==> config.mk <==
export PLATFORM = sky130hd
export DESIGN_NAME = parsel_datapath
export DESIGN_NICKNAME = d
export VERILOG_FILES = /design/src/rtl/parsel_pkg.sv /design/src/rtl/parsel_arms.sv /design/src/rtl/parsel_ctrl.sv /design/src/rtl/parsel_select.sv /design/src/rtl/parsel_datapath.sv
export SDC_FILE = /design/constraint.sdc
export NUM_CORES = 1
export LEC_CHECK = 0
export ABC_AREA = 1
export BUFFER_PORTS_ARGS = -buffer_cell sky130_fd_sc_hd__buf_4
export CAP_MARGIN = 20
export CORE_MARGIN = 2
export CORE_UTILIZATION = 56
export CTS_BUF_LIST = sky130_fd_sc_hd__clkbuf_8
export DETAILED_ROUTE_END_ITERATION = 12
export PLACE_DENSITY_LB_ADDON = 0.25
export SYNTH_ARGS = -nofsm -noshare
export SYNTH_HDL_FRONTEND = slang
export SYNTH_HIERARCHICAL = 1
export SYNTH_SLANG_ARGS = --single-unit
==> constraint.sdc <==
create_clock -name clk -period 5.6 [get_ports clk]
set_input_delay 0.56 -clock clk [delete_from_list [all_inputs] [get_ports clk]]
set_output_delay 0.56 -clock clk [all_outputs]
set_load 0.01 [all_outputs]
==> src/rtl/parsel_pkg.sv <==
package parsel_pkg;

    localparam int ELEM_W = 8;
    localparam int IDX_W  = 16;
    localparam int RES_W  = 2 * ELEM_W;

    // Where the iteration held in the pipeline register is delivered
    typedef enum logic [2:0] {
        ROUTE_IDLE       = 3'd0,
        ROUTE_MERGE_PROD = 3'd1,
        ROUTE_MERGE_SUM  = 3'd2,
        ROUTE_SPLIT_PROD = 3'd3,
        ROUTE_SPLIT_SUM  = 3'd4
    } route_e;

endpackage

==> src/rtl/parsel_arms.sv <==
module parsel_arms #(
    parameter int ELEM_W = 8,
    parameter int RES_W  = 16
) (
    input  logic              clk,
    input  logic              en,
    input  logic [ELEM_W-1:0] w0,
    input  logic [ELEM_W-1:0] w1,
    input  logic [ELEM_W-1:0] w2,
    input  logic [ELEM_W-1:0] w3,
    output logic [RES_W-1:0]  prod_q,
    output logic [RES_W-1:0]  sum_q
);

    // Both arms run on every accepted iteration; nothing waits for parity
    logic [RES_W-1:0] prod_d;
    logic [RES_W-1:0] sum_d;

    always_comb begin
        prod_d = RES_W'(w0) * RES_W'(w1);
        sum_d  = RES_W'(w2) + RES_W'(w3);
    end

    always_ff @(posedge clk) begin
        if (en) begin
            prod_q <= prod_d;
            sum_q  <= sum_d;
        end
    end

endmodule

==> src/rtl/parsel_ctrl.sv <==
module parsel_ctrl
    import parsel_pkg::*;
(
    input  logic   clk,
    input  logic   rst,
    input  logic   in_valid,
    input  logic   in_odd,
    input  logic   in_split,
    output route_e route_q
);

    route_e route_d;

    // Next-route decode: parity and mode travel with the valid bit
    always_comb begin
        route_d = ROUTE_IDLE;
        if (in_valid) begin
            unique case ({in_split, in_odd})
                2'b00:   route_d = ROUTE_MERGE_PROD;
                2'b01:   route_d = ROUTE_MERGE_SUM;
                2'b10:   route_d = ROUTE_SPLIT_PROD;
                default: route_d = ROUTE_SPLIT_SUM;
            endcase
        end
    end

    // Route register, aligned with the arm registers
    always_ff @(posedge clk) begin
        if (rst) begin
            route_q <= ROUTE_IDLE;
        end else begin
            route_q <= route_d;
        end
    end

    // an idle input cycle leaves the route idle on the next cycle
    p_route_idle_r4: assert property (@(posedge clk) disable iff (rst)
        !in_valid |=> (route_q == ROUTE_IDLE));

endmodule

==> src/rtl/parsel_select.sv <==
module parsel_select
    import parsel_pkg::*;
#(
    parameter int RES_W = 16
) (
    input  route_e           route_q,
    input  logic [RES_W-1:0] prod_q,
    input  logic [RES_W-1:0] sum_q,
    output logic             res_valid,
    output logic [RES_W-1:0] res_data,
    output logic             prod_we,
    output logic             sum_we
);

    // Parity mux and write-enable decode
    always_comb begin
        res_valid = 1'b0;
        res_data  = prod_q;
        prod_we   = 1'b0;
        sum_we    = 1'b0;
        unique case (route_q)
            ROUTE_IDLE: begin
                res_valid = 1'b0;
            end
            ROUTE_MERGE_PROD: begin
                res_valid = 1'b1;
                res_data  = prod_q;
            end
            ROUTE_MERGE_SUM: begin
                res_valid = 1'b1;
                res_data  = sum_q;
            end
            ROUTE_SPLIT_PROD: begin
                prod_we = 1'b1;
            end
            ROUTE_SPLIT_SUM: begin
                sum_we = 1'b1;
            end
            default: begin
                res_valid = 1'b0;
            end
        endcase
    end

endmodule

==> src/rtl/parsel_datapath.sv <==
module parsel_datapath
    import parsel_pkg::*;
(
    input  logic              clk,
    input  logic              rst,
    input  logic              in_valid,
    input  logic [IDX_W-1:0]  in_idx,
    input  logic [ELEM_W-1:0] in_w0,
    input  logic [ELEM_W-1:0] in_w1,
    input  logic [ELEM_W-1:0] in_w2,
    input  logic [ELEM_W-1:0] in_w3,
    input  logic              in_split,
    output logic              res_valid,
    output logic [RES_W-1:0]  res_data,
    output logic              prod_we,
    output logic [RES_W-1:0]  prod_data,
    output logic              sum_we,
    output logic [RES_W-1:0]  sum_data
);

    route_e           route_q;
    logic [RES_W-1:0] prod_q;
    logic [RES_W-1:0] sum_q;

    parsel_arms #(
        .ELEM_W (ELEM_W),
        .RES_W  (RES_W)
    ) u_arms (
        .clk    (clk),
        .en     (in_valid),
        .w0     (in_w0),
        .w1     (in_w1),
        .w2     (in_w2),
        .w3     (in_w3),
        .prod_q (prod_q),
        .sum_q  (sum_q)
    );

    parsel_ctrl u_ctrl (
        .clk      (clk),
        .rst      (rst),
        .in_valid (in_valid),
        .in_odd   (in_idx[0]),
        .in_split (in_split),
        .route_q  (route_q)
    );

    parsel_select #(
        .RES_W (RES_W)
    ) u_select (
        .route_q   (route_q),
        .prod_q    (prod_q),
        .sum_q     (sum_q),
        .res_valid (res_valid),
        .res_data  (res_data),
        .prod_we   (prod_we),
        .sum_we    (sum_we)
    );

    assign prod_data = prod_q;
    assign sum_data  = sum_q;

    // even index, merged output carries the product
    p_even_prod_r1: assert property (@(posedge clk) disable iff (rst)
        (in_valid && !in_split && !in_idx[0]) |=>
        (res_valid && res_data == RES_W'($past(in_w0)) * RES_W'($past(in_w1))));

    // odd index, merged output carries the sum
    p_odd_sum_r2: assert property (@(posedge clk) disable iff (rst)
        (in_valid && !in_split && in_idx[0]) |=>
        (res_valid && res_data == RES_W'($past(in_w2)) + RES_W'($past(in_w3))));

    // every valid input yields an enable on the next cycle
    p_no_stall_r3: assert property (@(posedge clk) disable iff (rst)
        in_valid |=> (res_valid || prod_we || sum_we));

    // split mode writes the product port for even indices
    p_split_prod_r5: assert property (@(posedge clk) disable iff (rst)
        (in_valid && in_split && !in_idx[0]) |=>
        (prod_we && !sum_we && !res_valid
         && prod_data == RES_W'($past(in_w0)) * RES_W'($past(in_w1))));

    // split mode writes the sum port for odd indices
    p_split_sum_r5: assert property (@(posedge clk) disable iff (rst)
        (in_valid && in_split && in_idx[0]) |=>
        (sum_we && !prod_we && !res_valid
         && sum_data == RES_W'($past(in_w2)) + RES_W'($past(in_w3))));

    // merge mode leaves both destination enables low
    p_merge_quiet_r6: assert property (@(posedge clk) disable iff (rst)
        (in_valid && !in_split) |=> (!prod_we && !sum_we));

    // enables are mutually exclusive
    p_onehot_r8: assert property (@(posedge clk) disable iff (rst)
        $onehot0({res_valid, prod_we, sum_we}));

endmodule

==> out/qor.yml <==
cts_tree: "done"
cts_buffer_depth: 2
grtUsageTotal_pct: 22.0
power_uw: 1370
ant_nets: 0
switching_share_pct: 44.9
min_period_ns: 3.94
setup_violations: 0
hold_path.class: "input port to flop"
diodes: 0
peakVddDrop_uv: 119
drtIter0Drc: 180
power.share.clock_pct: 7.6
wl_met1_mm: 3.66
holdCritStartpoint: "rst"
htreeDepth: 1
num_vias: 3402
outcome: "finished clean"
grt_pass1_vias: 3243
dp_slack_ns: 1.38
combPwrFrac_pct: 67.0
slowest_stage: "fa_1"
slew_viol_final: 0
synthDistinctLibCells: 25
switchingPower_uw: 613
dr.pass1.iters: 4
top_level_ports: 103
coreArea_um2: 6870
cp_data_arrival_time_ns: 3.96
synth_edf_count: 25
grt_max_degree: 28
nets: 745
synth_area_um2: 4000
synthArstFlopShare_pct: 0
netlist_instances: 546
dieWidth_um: 88.5
wl_met3_um: 448
p_leak_uw: 0.00295
drc: 0
n_fill_cell: 576
place_congestion: 0.889
crit_top_cell: "nand2_1"
drt-wirelength-per-cell_um: 11.5
fin_crit_sh_pct: 70.4
fin_hold_ws_ns: 0.556
finalSetupTns_ns: 0
ys_seq_elements: 28
clk_pin_slew_ns: 0.08
grt_pass1_wl_mm: 13.9
max_freq_mhz: 254
yosysWarnings: 6
intPower_uw: 754
syn_avg_cell_area_um2: 7.33
cpPeakStageDelay_ns: 0.54
dieArea_um2: 7840
initial_utilization_pct: 58.3
powerDensity_nw_per_um2: 295
critPathLaunchType: "input port"
synth_seq_area_share_pct: 20.3
area_delta_synth_final_pct: 15.8
synth-main-ff-cell: "edfxtp_1"
cts_resized: 0
rows: 30
clkSinkCount: 28
startpoint: "in_w0[0]"
holdBufCountCts: 0
postRouteWirelength_mm: 8.06
rsz0062_at_grt: "false"
cp_cell_sequence: "buf_4, nand2_1, fa_1, fa_1, inv_1, fa_1, inv_1, fa_1, inv_1, ha_1, nand2_1, inv_1, nand2_1, nand2_1, nand2_1, nand3_1, nand2_1, nand2_1"
portBuffers: 80
drive_gt1_share_pct: 14.8
cts-root-buf: "clkbuf_8"
antenna_found_initial: 0
numCtsBuffers: 3
die_height_um: 88.5
crit_type: "input port to flop"
routed_via_density: 4.83
post_cts_buffers: 0
seq_power_share_pct: 25.4
path_max_fanout: 8
end_kind: "flop"
dr_wl_met2_mm: 3.91
grt-ovfl-total: 0
slew_headroom_pct: 55.6
dp_hpwl_mm: 7.02
highest_layer: "met4"
setup_ws_ns: 1.66
hold_viol: 0
tightest_slew_ns: 0.665
max-cap-violations: 0
cp.required_ns: 5.61
[cell type report]
cell class              instances  area [µm²]  share of cell area [%]
flip-flops and latches         28         811                    17.5
clock inverters                 1        3.75                  0.0810
well taps                      96         120                    2.59
clock buffers                   3        41.3                   0.891
multi-input cells             347        2500                    53.9
repair buffers                 80         601                    13.0
inverters                     149         559                    12.1
[layout by cell type (no fill, tap or decap), drive strengths merged]
master and n:
o21bai 1, clkbuf 3, nand2 175, a21oi 10
conb 7, fa 37, nor2 12, clkinv 1
inv 149, nor3 2, xnor2 2, or2 1
a21boi 1, nand3 20, ha 47, nand4 23
edfxtp 25, a21o 1, dfxtp 3, xor2 8
buf 80
[power groups by stage]
| stage | sequential (µW) | combinational [µW] | clock [µW] |
|---|---|---|---|
| final | 348 | 916 | 104 |
| after global routing | 355 | 1060 | 116 |
| after detailed placement | 353 | 917 | 0 |
| after CTS | 348 | 922 | 106 |
| after floorplan | 372 | 605 | 0 |
| after global placement | 353 | 890 | 0 |
[path summary, 6_finish.rpt]
check / to / slack, ns / depth (start not counted)
worst max-delay path: u_arms/prod_q[12] / 1.66 / 18
worst min-delay path: u_ctrl/route_q[0] / 0.56 / 4
[per-stage QoR]
step	instances	util, %	area, µm²
floorplan	552	-	4030
global placement	700	66.8	4590
detailed placement	700	66.8	4590
CTS	704	67.5	4640
global route	704	67.5	4640
finish	704	67.5	4640
[logic make-up (layout without fill, tap and decap cells)]
group	after synthesis	in the layout	share of synthesized area [%]
xor gates and xnor gates	10	10	2.19
buffers and inverters	177	233	17.8
other	1	7	0.0937
DFF	28	28	20.3
AOI/OAI and AO/OA	13	13	1.81
adders and majority gates	84	84	33.2
and+or+nand+nor	233	233	24.6
[worst max-delay path, delay by kind of cell]
| family | cells | cell delay (ns) |
|---|---|---|
| fa+ha+maj | 5 | 2.45 |
| simple gates | 8 | 0.59 |
| buf+inv | 5 | 0.34 |
[cell usage after synthesis, types with 2 or more instances]
cell        n  area share [%]
ha_1       47              15
edfxtp_1   25              19
a21oi_1    10             1.3
inv_2       4            0.38
fa_1       37              19
nand4_1    23             3.6
nor2_1     12             1.1
inv_1     145              14
nand2_1   175              16
buf_4       9             1.7
xor2_1      8             1.8
nor3_1      2            0.25
nand3_1    17             2.1
xnor2_1     2            0.44
dfxtp_1     3             1.5
nand3_2     2            0.50
buf_6       2            0.56
clkbuf_1   16             1.5
[state kept, by name, summed over array words and instances, names as in the netlist]
register,flops
u_arms/prod_q,16
u_arms/sum_q,9
u_ctrl/route_q,3
[per-layer routing]
metal	vias to the layer above	global-route usage, %
li1	1730	-
met1	1560	29.1
met2	108	39.5
met3	4	1.77
met4	0	5.10
met5	-	0
Note: power is estimated with default switching activity, not from simulation.
